[config.mk]
export PLATFORM = sky130hd
export DESIGN_NAME = cmp_timer48
export DESIGN_NICKNAME = d
export VERILOG_FILES = /design/src/rtl/t48_pkg.sv /design/src/rtl/t48_counter.sv /design/src/rtl/t48_cmp_chan.sv /design/src/rtl/t48_irq.sv /design/src/rtl/cmp_timer48.sv
export SDC_FILE = /design/constraint.sdc
export NUM_CORES = 1
export LEC_CHECK = 0
export BUFFER_PORTS_ARGS = -buffer_cell sky130_fd_sc_hd__buf_2
export CAP_MARGIN = 20
export CORE_ASPECT_RATIO = 1.2
export CORE_MARGIN = 3
export CORE_UTILIZATION = 25
export DETAILED_ROUTE_END_ITERATION = 10
export HOLD_SLACK_MARGIN = 0.08
export MAX_ROUTING_LAYER = met4
export PLACE_DENSITY = 0.4
export SETUP_SLACK_MARGIN = 0.1
export SLEW_MARGIN = 20
export SYNTH_ARGS = -nofsm -noshare
export SYNTH_HDL_FRONTEND = slang
export SYNTH_HIERARCHICAL = 1
export SYNTH_SLANG_ARGS = --single-unit
export TNS_END_PERCENT = 30
[constraint.sdc]
create_clock -name clk -period 3.75 [get_ports clk]
set_input_delay 0 -clock clk [delete_from_list [all_inputs] [get_ports clk]]
set_output_delay 0 -clock clk [all_outputs]
set_load 0.02 [all_outputs]
[src/rtl/t48_pkg.sv]
package t48_pkg;
    // Byte offsets of the register window; software decodes these.
    localparam int OFS_CTRL    = 'h00;
    localparam int OFS_CMP0_HI = 'h10;
    localparam int OFS_BUF_HI  = 'h20;
    localparam int OFS_BUF_LO  = 'h24;
    localparam int OFS_RAW_HI  = 'h28;
    localparam int OFS_RAW_LO  = 'h2C;
    localparam int OFS_LD_HI   = 'h30;
    localparam int OFS_LD_LO   = 'h34;
    localparam int OFS_ST_MSK  = 'h40;
    localparam int OFS_ST_RAW  = 'h44;
    localparam int OFS_EN_SET  = 'h48;
    localparam int OFS_EN_CLR  = 'h4C;
    localparam int OFS_FLG_CLR = 'h50;
    localparam int CMP_STRIDE  = 8;

    function automatic int cmp_hi_ofs(input int ch);
        return OFS_CMP0_HI + CMP_STRIDE * ch;
    endfunction

    function automatic int cmp_lo_ofs(input int ch);
        return OFS_CMP0_HI + CMP_STRIDE * ch + 4;
    endfunction
endpackage

[src/rtl/t48_counter.sv]
module t48_counter #(
    parameter int CNT_W  = 48,
    parameter int DATA_W = 32
) (
    input  logic              clk,
    input  logic              rst_n,
    input  logic              run,
    input  logic              ld_hi_we,
    input  logic              ld_lo_we,
    input  logic [DATA_W-1:0] wdata,
    output logic [CNT_W-1:0]  cnt
);
    localparam int HI_W = CNT_W - DATA_W;

    typedef struct packed {
        logic [HI_W-1:0]  stage;
        logic [CNT_W-1:0] cnt;
    } ctr_t;

    ctr_t ctr_d, ctr_q;

    always_comb begin
        ctr_d = ctr_q;
        if (ld_hi_we) begin
            ctr_d.stage = wdata[HI_W-1:0];
        end
        if (ld_lo_we) begin
            ctr_d.cnt = {ctr_q.stage, wdata};
        end else if (run) begin
            ctr_d.cnt = ctr_q.cnt + 1'b1;
        end
    end

    always_ff @(posedge clk) begin
        if (!rst_n) ctr_q <= '0;
        else        ctr_q <= ctr_d;
    end

    assign cnt = ctr_q.cnt;
endmodule

[src/rtl/t48_cmp_chan.sv]
module t48_cmp_chan #(
    parameter int CNT_W  = 48,
    parameter int DATA_W = 32
) (
    input  logic              clk,
    input  logic              rst_n,
    input  logic              hi_we,
    input  logic              lo_we,
    input  logic [DATA_W-1:0] wdata,
    input  logic [CNT_W-1:0]  cnt,
    input  logic              run,
    output logic [CNT_W-1:0]  cmp_val,
    output logic              hit
);
    localparam int HI_W = CNT_W - DATA_W;

    typedef struct packed {
        logic [HI_W-1:0]  stage;
        logic [CNT_W-1:0] val;
    } cmp_t;

    cmp_t cmp_d, cmp_q;

    always_comb begin
        cmp_d = cmp_q;
        if (hi_we) cmp_d.stage = wdata[HI_W-1:0];
        if (lo_we) cmp_d.val   = {cmp_q.stage, wdata};
    end

    always_ff @(posedge clk) begin
        if (!rst_n) cmp_q <= '0;
        else        cmp_q <= cmp_d;
    end

    assign cmp_val = cmp_q.val;
    assign hit     = run && (cnt == cmp_q.val);
endmodule

[src/rtl/t48_irq.sv]
module t48_irq #(
    parameter int N_SRC = 2
) (
    input  logic             clk,
    input  logic             rst_n,
    input  logic [N_SRC-1:0] hit,
    input  logic             en_set_we,
    input  logic             en_clr_we,
    input  logic             flg_clr_we,
    input  logic [N_SRC-1:0] wbits,
    output logic [N_SRC-1:0] flag,
    output logic [N_SRC-1:0] en,
    output logic             irq
);
    typedef struct packed {
        logic [N_SRC-1:0] flag;
        logic [N_SRC-1:0] en;
    } irq_t;

    irq_t irq_d, irq_q;

    always_comb begin
        irq_d = irq_q;
        if (en_set_we)  irq_d.en   = irq_d.en | wbits;
        if (en_clr_we)  irq_d.en   = irq_d.en & ~wbits;
        if (flg_clr_we) irq_d.flag = irq_d.flag & ~wbits;
        // a match in the same cycle wins over the clear
        irq_d.flag = irq_d.flag | hit;
    end

    always_ff @(posedge clk) begin
        if (!rst_n) irq_q <= '0;
        else        irq_q <= irq_d;
    end

    assign flag = irq_q.flag;
    assign en   = irq_q.en;
    assign irq  = |(irq_q.flag & irq_q.en);
endmodule

[src/rtl/cmp_timer48.sv]
module cmp_timer48 #(
    parameter int CNT_W  = 48,
    parameter int DATA_W = 32,
    parameter int ADDR_W = 8,
    parameter int N_CMP  = 2
) (
    input  logic              clk,
    input  logic              rst_n,
    input  logic              wr_en,
    input  logic              rd_en,
    input  logic [ADDR_W-1:0] addr,
    input  logic [DATA_W-1:0] wdata,
    output logic [DATA_W-1:0] rdata,
    output logic              irq
);
    import t48_pkg::*;

    localparam int HI_W = CNT_W - DATA_W;

    typedef struct packed {
        logic             run;
        logic [CNT_W-1:0] snap;
    } top_t;

    top_t top_d, top_q;

    logic [CNT_W-1:0] cnt;
    logic [CNT_W-1:0] cmp_val [N_CMP];
    logic [N_CMP-1:0] hit;
    logic [N_CMP-1:0] flag;
    logic [N_CMP-1:0] en;

    function automatic logic at(input logic [ADDR_W-1:0] a, input int ofs);
        return a == ADDR_W'(ofs);
    endfunction

    t48_counter #(.CNT_W(CNT_W), .DATA_W(DATA_W)) ctr_i (
        .clk      (clk),
        .rst_n    (rst_n),
        .run      (top_q.run),
        .ld_hi_we (wr_en && at(addr, OFS_LD_HI)),
        .ld_lo_we (wr_en && at(addr, OFS_LD_LO)),
        .wdata    (wdata),
        .cnt      (cnt)
    );

    for (genvar g = 0; g < N_CMP; g++) begin : g_cmp
        t48_cmp_chan #(.CNT_W(CNT_W), .DATA_W(DATA_W)) chan_i (
            .clk     (clk),
            .rst_n   (rst_n),
            .hi_we   (wr_en && at(addr, cmp_hi_ofs(g))),
            .lo_we   (wr_en && at(addr, cmp_lo_ofs(g))),
            .wdata   (wdata),
            .cnt     (cnt),
            .run     (top_q.run),
            .cmp_val (cmp_val[g]),
            .hit     (hit[g])
        );
    end

    t48_irq #(.N_SRC(N_CMP)) irq_i (
        .clk        (clk),
        .rst_n      (rst_n),
        .hit        (hit),
        .en_set_we  (wr_en && at(addr, OFS_EN_SET)),
        .en_clr_we  (wr_en && at(addr, OFS_EN_CLR)),
        .flg_clr_we (wr_en && at(addr, OFS_FLG_CLR)),
        .wbits      (wdata[N_CMP-1:0]),
        .flag       (flag),
        .en         (en),
        .irq        (irq)
    );

    always_comb begin
        top_d = top_q;
        if (wr_en && at(addr, OFS_CTRL)) top_d.run  = wdata[0];
        if (rd_en && at(addr, OFS_BUF_HI)) top_d.snap = cnt;
    end

    always_ff @(posedge clk) begin
        if (!rst_n) top_q <= '0;
        else        top_q <= top_d;
    end

    always_comb begin
        rdata = '0;
        if (at(addr, OFS_CTRL))   rdata[0] = top_q.run;
        if (at(addr, OFS_BUF_HI) || at(addr, OFS_RAW_HI))
            rdata[HI_W-1:0] = cnt[CNT_W-1:DATA_W];
        if (at(addr, OFS_BUF_LO)) rdata = top_q.snap[DATA_W-1:0];
        if (at(addr, OFS_RAW_LO)) rdata = cnt[DATA_W-1:0];
        if (at(addr, OFS_ST_MSK)) rdata[N_CMP-1:0] = flag & en;
        if (at(addr, OFS_ST_RAW)) rdata[N_CMP-1:0] = flag;
        if (at(addr, OFS_EN_SET)) rdata[N_CMP-1:0] = en;
        for (int i = 0; i < N_CMP; i++) begin
            if (at(addr, cmp_hi_ofs(i))) rdata[HI_W-1:0] = cmp_val[i][CNT_W-1:DATA_W];
            if (at(addr, cmp_lo_ofs(i))) rdata = cmp_val[i][DATA_W-1:0];
        end
    end
endmodule

After elaboration in Yosys (flattened, before gate mapping)
Index checks and enable logic that the tools add are counted.

$add $sub $neg: 1. Eq/ne operators: 17. Multiplexer cells: 16. Bitwise logic cells: 6. Reduce and logical (&&, ||, !) cells: 17.

Operator list (number): 2-to-1 mux 32 bit (4); == test 48 bit (2); 2-to-1 mux 48 bit (2); adder 48 x 1 -> 48 bit, second input constant (1); == test 8 x 6 -> 1 bit, second input constant (6); 2-to-1 mux 16 bit (3); == test 8 x 7 -> 1 bit, second input constant (5); == test 8 x 5 -> 1 bit, second input constant (4); logical AND 1 bit (13); 2-to-1 mux 2 bit (6); zero test 8 bit (1); bitwise AND 2 bit (3); bitwise OR 2 bit (2); NOT 2 bit (1); nonzero test 2 bit (1); OR reduction 2 bit (1); logical OR 1 bit (1); 2-to-1 mux 1 bit (1).

Register bits after elaboration: 229. Input port bits: 44. Output and inout port bits: 33. Logic and storage cells: 67.

Depth between registers and ports, before layout
Depth after elaboration: 12. Depth in mapped cells: 10. Mapped depth without buffers: 7.

By module
Netlist, hierarchy kept.

By module, submodules not included: t48_cmp_chan (instances 2, cells each 326, area each 3303.2 µm², sequential area each 1281.2 µm²); t48_counter (instances 1, cells each 422, area each 3654.8 µm², sequential area each 1281.2 µm²); cmp_timer48 (instances 1, cells each 382, area each 2961.6 µm², sequential area each 660.6 µm²); t48_irq (instances 1, cells each 16, area each 147.6 µm², sequential area each 80.1 µm²).

Worst setup path after synthesis
Ideal clock, no wire load.

Path kind: input-to-reg. Start point: in addr[7]. End point: reg g_cmp[0].chan_i.cmp_q (netlist bit g_cmp[0].chan_i/cmp_val[27]). Setup time: 116 ps. Arrival time: 1998 ps. Data required time: 3634 ps. Path slack: 1636 ps. Stages: 10. Buffers on the path: 5. Cell sequence: buf_6 nor4b_2 buf_2 nand2_1 nor2_1 clkbuf_1 buf_2 buf_2 mux2i_1 nor2b_1.

Longest elaborated chain between the ends: 2.

Ends and longest elaborated chain: start: declaration (RTL line cmp_timer48.sv:11) `input logic [ADDR_W-1:0] addr,`; == test 8 x 5 -> 1 bit (RTL line cmp_timer48.sv:34) `return a == ADDR_W'(ofs);`; logical AND 1 bit (RTL line cmp_timer48.sv:52) `.lo_we (wr_en && at(addr, cmp_lo_ofs(g))),`; end signal: assignment (RTL line t48_cmp_chan.sv:32) `else cmp_q <= cmp_d;`; end: declaration (RTL line t48_cmp_chan.sv:22) `cmp_t cmp_d, cmp_q;`.

Every way passes these cells. A chain may end at the register's enable or synchronous reset.

Final worst setup path
Start point: in addr[7]. End point: out rdata[9].

Longest elaborated chain between the ends: 9. Elaborated cells on any way between the ends: 16. Classes of those cells: eq/ne (8); mux (7); reduce/logical (1).

Ends and longest elaborated chain: == test 8 x 6 -> 1 bit (RTL line cmp_timer48.sv:34); logical OR 1 bit (RTL line cmp_timer48.sv:88) `if (at(addr, OFS_BUF_HI) || at(addr, OFS_RAW_HI))`; 2-to-1 mux 16 bit (RTL line cmp_timer48.sv:88); 2-to-1 mux 32 bit (RTL line cmp_timer48.sv:90) `if (at(addr, OFS_BUF_LO)) rdata = top_q.snap[DATA_W-1:0];`; 2-to-1 mux 32 bit (RTL line cmp_timer48.sv:91) `if (at(addr, OFS_RAW_LO)) rdata = cnt[DATA_W-1:0];`; 2-to-1 mux 16 bit (RTL line cmp_timer48.sv:96) `if (at(addr, cmp_hi_ofs(i))) rdata[HI_W-1:0] = cmp_val[i][CNT_W-1:DATA_W];`; 2-to-1 mux 32 bit (RTL line cmp_timer48.sv:97) `if (at(addr, cmp_lo_ofs(i))) rdata = cmp_val[i][DATA_W-1:0];`; 2-to-1 mux 16 bit (RTL line cmp_timer48.sv:96); 2-to-1 mux 32 bit * (RTL line cmp_timer48.sv:97); end: declaration (RTL line cmp_timer48.sv:13) `output logic [DATA_W-1:0] rdata,`.

Mark *: on every way between the ends. The rest lies on a longest branch, timed or not.

==> impl_metrics.csv <==
group,metric,value,unit
global_routing,gr-usage-all-layers,16.8,%
logic_synthesis,postSynth.asyncResetShare,0,%
clock_network,post_cts_resize_count,0,
logic_synthesis,synth_warnings,6,
setup_path,timing.critical_path.from_type,"input pin",
logic_synthesis,cell_types_with_the_highest_counts_after_synthesis,"229 x dfxtp_1, 177 x mux2i_1, 150 x nor2b_1",
global_routing,global_route_wire_length_before_repair,69.5,mm
die,die_h,259,um
place,post_detailed_placement_half_perimeter_wirelength,33.2,mm
timing,slew_of_the_pin_with_the_lowest_slew_margin,0.944,ns
clock_network,post_cts_buffers,0,
timing,setup_repair_after_global_routing_missed_its_margin,"no",
timing,setup_slack,0.786,ns
setup_path,timing.critical_path.mode_cell,"buf_2",
pwr,static-leakage-power,0.00533,uW
worst_hold_path,worst_hold_startpoint,"rd_en",
logic_synthesis,synthCells,1472,
logic_synthesis,synth_top_area_cell,"dfxtp_1",
detailed_routing,final_antenna_net_count,0,
place,place.port_buffers,76,
timing,finalHoldWorstSlack,0.113,ns
layout,num-nets-final,1454,
setup_path,regToRegStartpoint,"ctr_i/cnt[44]",
logic_synthesis,post-synth-top-count-cell,"dfxtp_1",
detailed_routing,route.detailed.drc,0,
detailed_routing,wl_per_cell,21.8,um
die,dieArea,0.0563,mm^2
die,dieWidth,217,um
logic_synthesis,ys_types,63,
place,pre_cts_slack,1.10,ns
clock_network,cts_root_buffer,"clkbuf_16",
setup_path,path_max_fanout,16,
setup_path,critical_path.top_delay_family,"simple AND/OR/NAND/NOR gates",
die,placement_rows,92,
detailed_routing,dr_total_vias,10200,
timing,post-route-min-period,2.96,ns
layout,fraction_of_the_core_area_covered_by_cells_at_the_end_of_the_flow,28.2,%
timing,max-slew-margin-rel,36.5,%
setup_path,cp_max_stage_cell,"or4b_1",
pwr,p_per_area,394,mW/mm^2
clock_network,cts_buffers,28,
setup_path,cp_cell_sequence,"dlygate4sd3_1 -> buf_2 -> or4b_1 -> nor2_4 -> o21ai_0 -> a22oi_1 -> buf_2",
die,core_area,0.0527,mm^2
global_routing,grt_pass1_vias,9928,
pwr,peakVddDrop,305,uV
place,last_weighted_congestion_value_of_the_routability_driven_placer,0.886,
clock_network,cts_hold_repair.buffers,42,
logic_synthesis,number_of_synthesized_register_bits,229,
logic_synthesis,synth.net_count,1517,
clock_network,clock-sinks,229,
detailed_routing,via_density_per_instance,4.75,
global_routing,grt_start_max_net_pins,116,
logic_synthesis,synth-seq-area-share,34.3,%
clock_network,clock_latency,0.56,ns
flow_run,max_cap_viol_count,0,
logic_synthesis,synth-edff-count,0,
layout,layout-drive-gt1-share,14.1,%
timing,timing.fmax,337,MHz
timing,fin_tns_setup,0,ns
worst_hold_path,classification_of_the_worst_slack_hold_path,"input pin to register",
setup_path,start_to_end_type_of_the_worst_setup_path,"input pin to output pin",
detailed_routing,detail_route.first_pass.iterations,7,
die,initial_utilization,25.4,%
setup_path,crit_path_start,"addr[7]",
logic_synthesis,ys.flop_type,"dfxtp_1",
timing,maxSlewViolCount,0,
timing,share_of_the_clock_period_used_by_the_worst_path_after_layout,79.0,%
status,run_status,"complete, no violations",
clock_network,cts-htree-levels,1,
setup_path,critical_path_end_type,"output pin",
setup_path,wp_buf_inv,3,
logic_synthesis,synth_top_area_share,34.3,%
logic_synthesis,syn-cell-area,0.0134,mm^2
timing,final_hold_viol_count,0,
clock_network,cts_tree,"done",
detailed_routing,drt-initial-drc-count,790,
layout,area_delta_synth_final,11.3,%
setup_path,slowest_delay,0.76,ns
logic_synthesis,synthesis.area_per_instance,9.08,um^2
logic_synthesis,synth_top_cells_by_area,"dfxtp_1 34%, mux2i_1 13%, buf_4 8.1%",
setup_path,critical_path_required,3.75,ns
setup_path,arrival,2.96,ns
clock_network,ctsLongestPathBuffers,3,
die,design.portCount,77,
detailed_routing,drt-total-wl,46.7,mm
timing,timing.final.setup_violations,0,
clock_network,clk_pin_slew,0.06,ns
timing,worst_clock_skew,0.0240,ns
global_routing,gr-total-overflow,0,
global_routing,antenna_found_initial,3,
[stage by stage]
step / cell area [um^2] / std cells / total power [uW]
floorplan: 13400 / 1472 / 2630
global placement: 13400 / 2042 / 2740
detailed placement: 13400 / 2042 / 2740
CTS: 14900 / 2136 / 5960
global route: 14900 / 2138 / 6060
finish: 14900 / 2138 / 5870
[final timing paths]
path,cells past startpoint,end,slack (ns)
setup / recovery,7,rdata[9],0.79
hold / removal,5,top_q[31],0.11
setup reg to reg,7,irq_i/flag[0],0.86
hold reg to reg,2,top_q[1],0.45
[cell usage in the layout (no fill, tap or decap), drive strengths merged, types with 3 or more instances in the layout]
| master | synthesis | final |
|---|---|---|
| nor3 | 19 | 19 |
| xnor2 | 43 | 43 |
| clkbuf | 47 | 38 |
| and4 | 6 | 6 |
| o21ai | 78 | 78 |
| nor4 | 36 | 36 |
| and2 | 3 | 3 |
| nand4 | 23 | 23 |
| clkinv | 1 | 5 |
| o211a | 9 | 9 |
| xor2 | 84 | 84 |
| bufinv | 0 | 7 |
| mux2 | 16 | 16 |
| o211ai | 14 | 14 |
| a31oi | 8 | 8 |
| nand2 | 105 | 105 |
| a21oi | 29 | 29 |
| nor2 | 21 | 21 |
| inv | 14 | 16 |
| mux2i | 177 | 177 |
| nand4b | 3 | 3 |
| o2111ai | 4 | 4 |
| nand2b | 10 | 10 |
| or4 | 9 | 9 |
| dfxtp | 229 | 229 |
| a21boi | 32 | 32 |
| a211oi | 4 | 4 |
| dlygate4sd3 | 0 | 42 |
| nor2b | 150 | 150 |
| o31ai | 4 | 4 |
| nand3 | 29 | 29 |
| and3 | 10 | 10 |
| or4b | 3 | 3 |
| buf | 187 | 99 |
| a22oi | 46 | 46 |
[power breakdown]
group	total (uW)	switching, uW	leakage [uW]	internal [uW]
logic	273	164	0.00295	109
clock network	3160	1130	0.000533	2030
registers	2440	4.49	0.00184	2440
total	5870	1300	0.00533	4570
[flip-flops by register name, indices dropped and copies added, names as in the netlist]
signal and cells:
top_q 33, g_cmp.chan_i/cmp_q 32, irq_i/en 2, g_cmp.chan_i/cmp_val 96, irq_i/flag 2, ctr_i/ctr_q 16
ctr_i/cnt 48
[cells by family (layout without fill, tap and decap cells)]
family                     after synthesis  in the layout  share of synthesized area (%)
and+or+nand+nor                        433            433                           19.0
AOI/OAI and AO/OA                      240            240                           11.9
DFF                                    229            229                           34.3
xor gates and xnor gates               127            127                           8.32
muxes                                  193            193                           14.6
other                                    0              2                              0
buffers and inverters                  249            208                           11.8
adders and majority gates                1              1                         0.0936
[area by class of cell]
type,instances,area (um^2)
flip-flops and latches,229,4580
inverters,15,56.3
clock buffers,38,830
fillers,5686,37800
multi-input cells,994,7240
repair buffers,141,1030
well taps,705,882
diodes,2,5.00
clock inverters,14,251
[layer usage]
layer  global-route usage (%)  wire length [um]  up-vias  share of wire [%]
met1                     21.8             21300     4954                 46
met4                     3.97               977        0                2.1
li1                         -                 -     4896                  -
met2                     27.6             22200      257                 48
met5                        -                 0        -                  0
met3                     2.41              2130       52                4.6
[worst reg2reg max path: stages, from the launching register on]
cell	delay, ns
dfxtp_1	0.50
xor2_1	0.20
nor4_1	0.81
nand4_1	0.23
nor4_2	0.25
o21ai_0	0.12
a31oi_1	0.18
dlygate4sd3_1	0.56
Power figures use the tool's default switching activity.
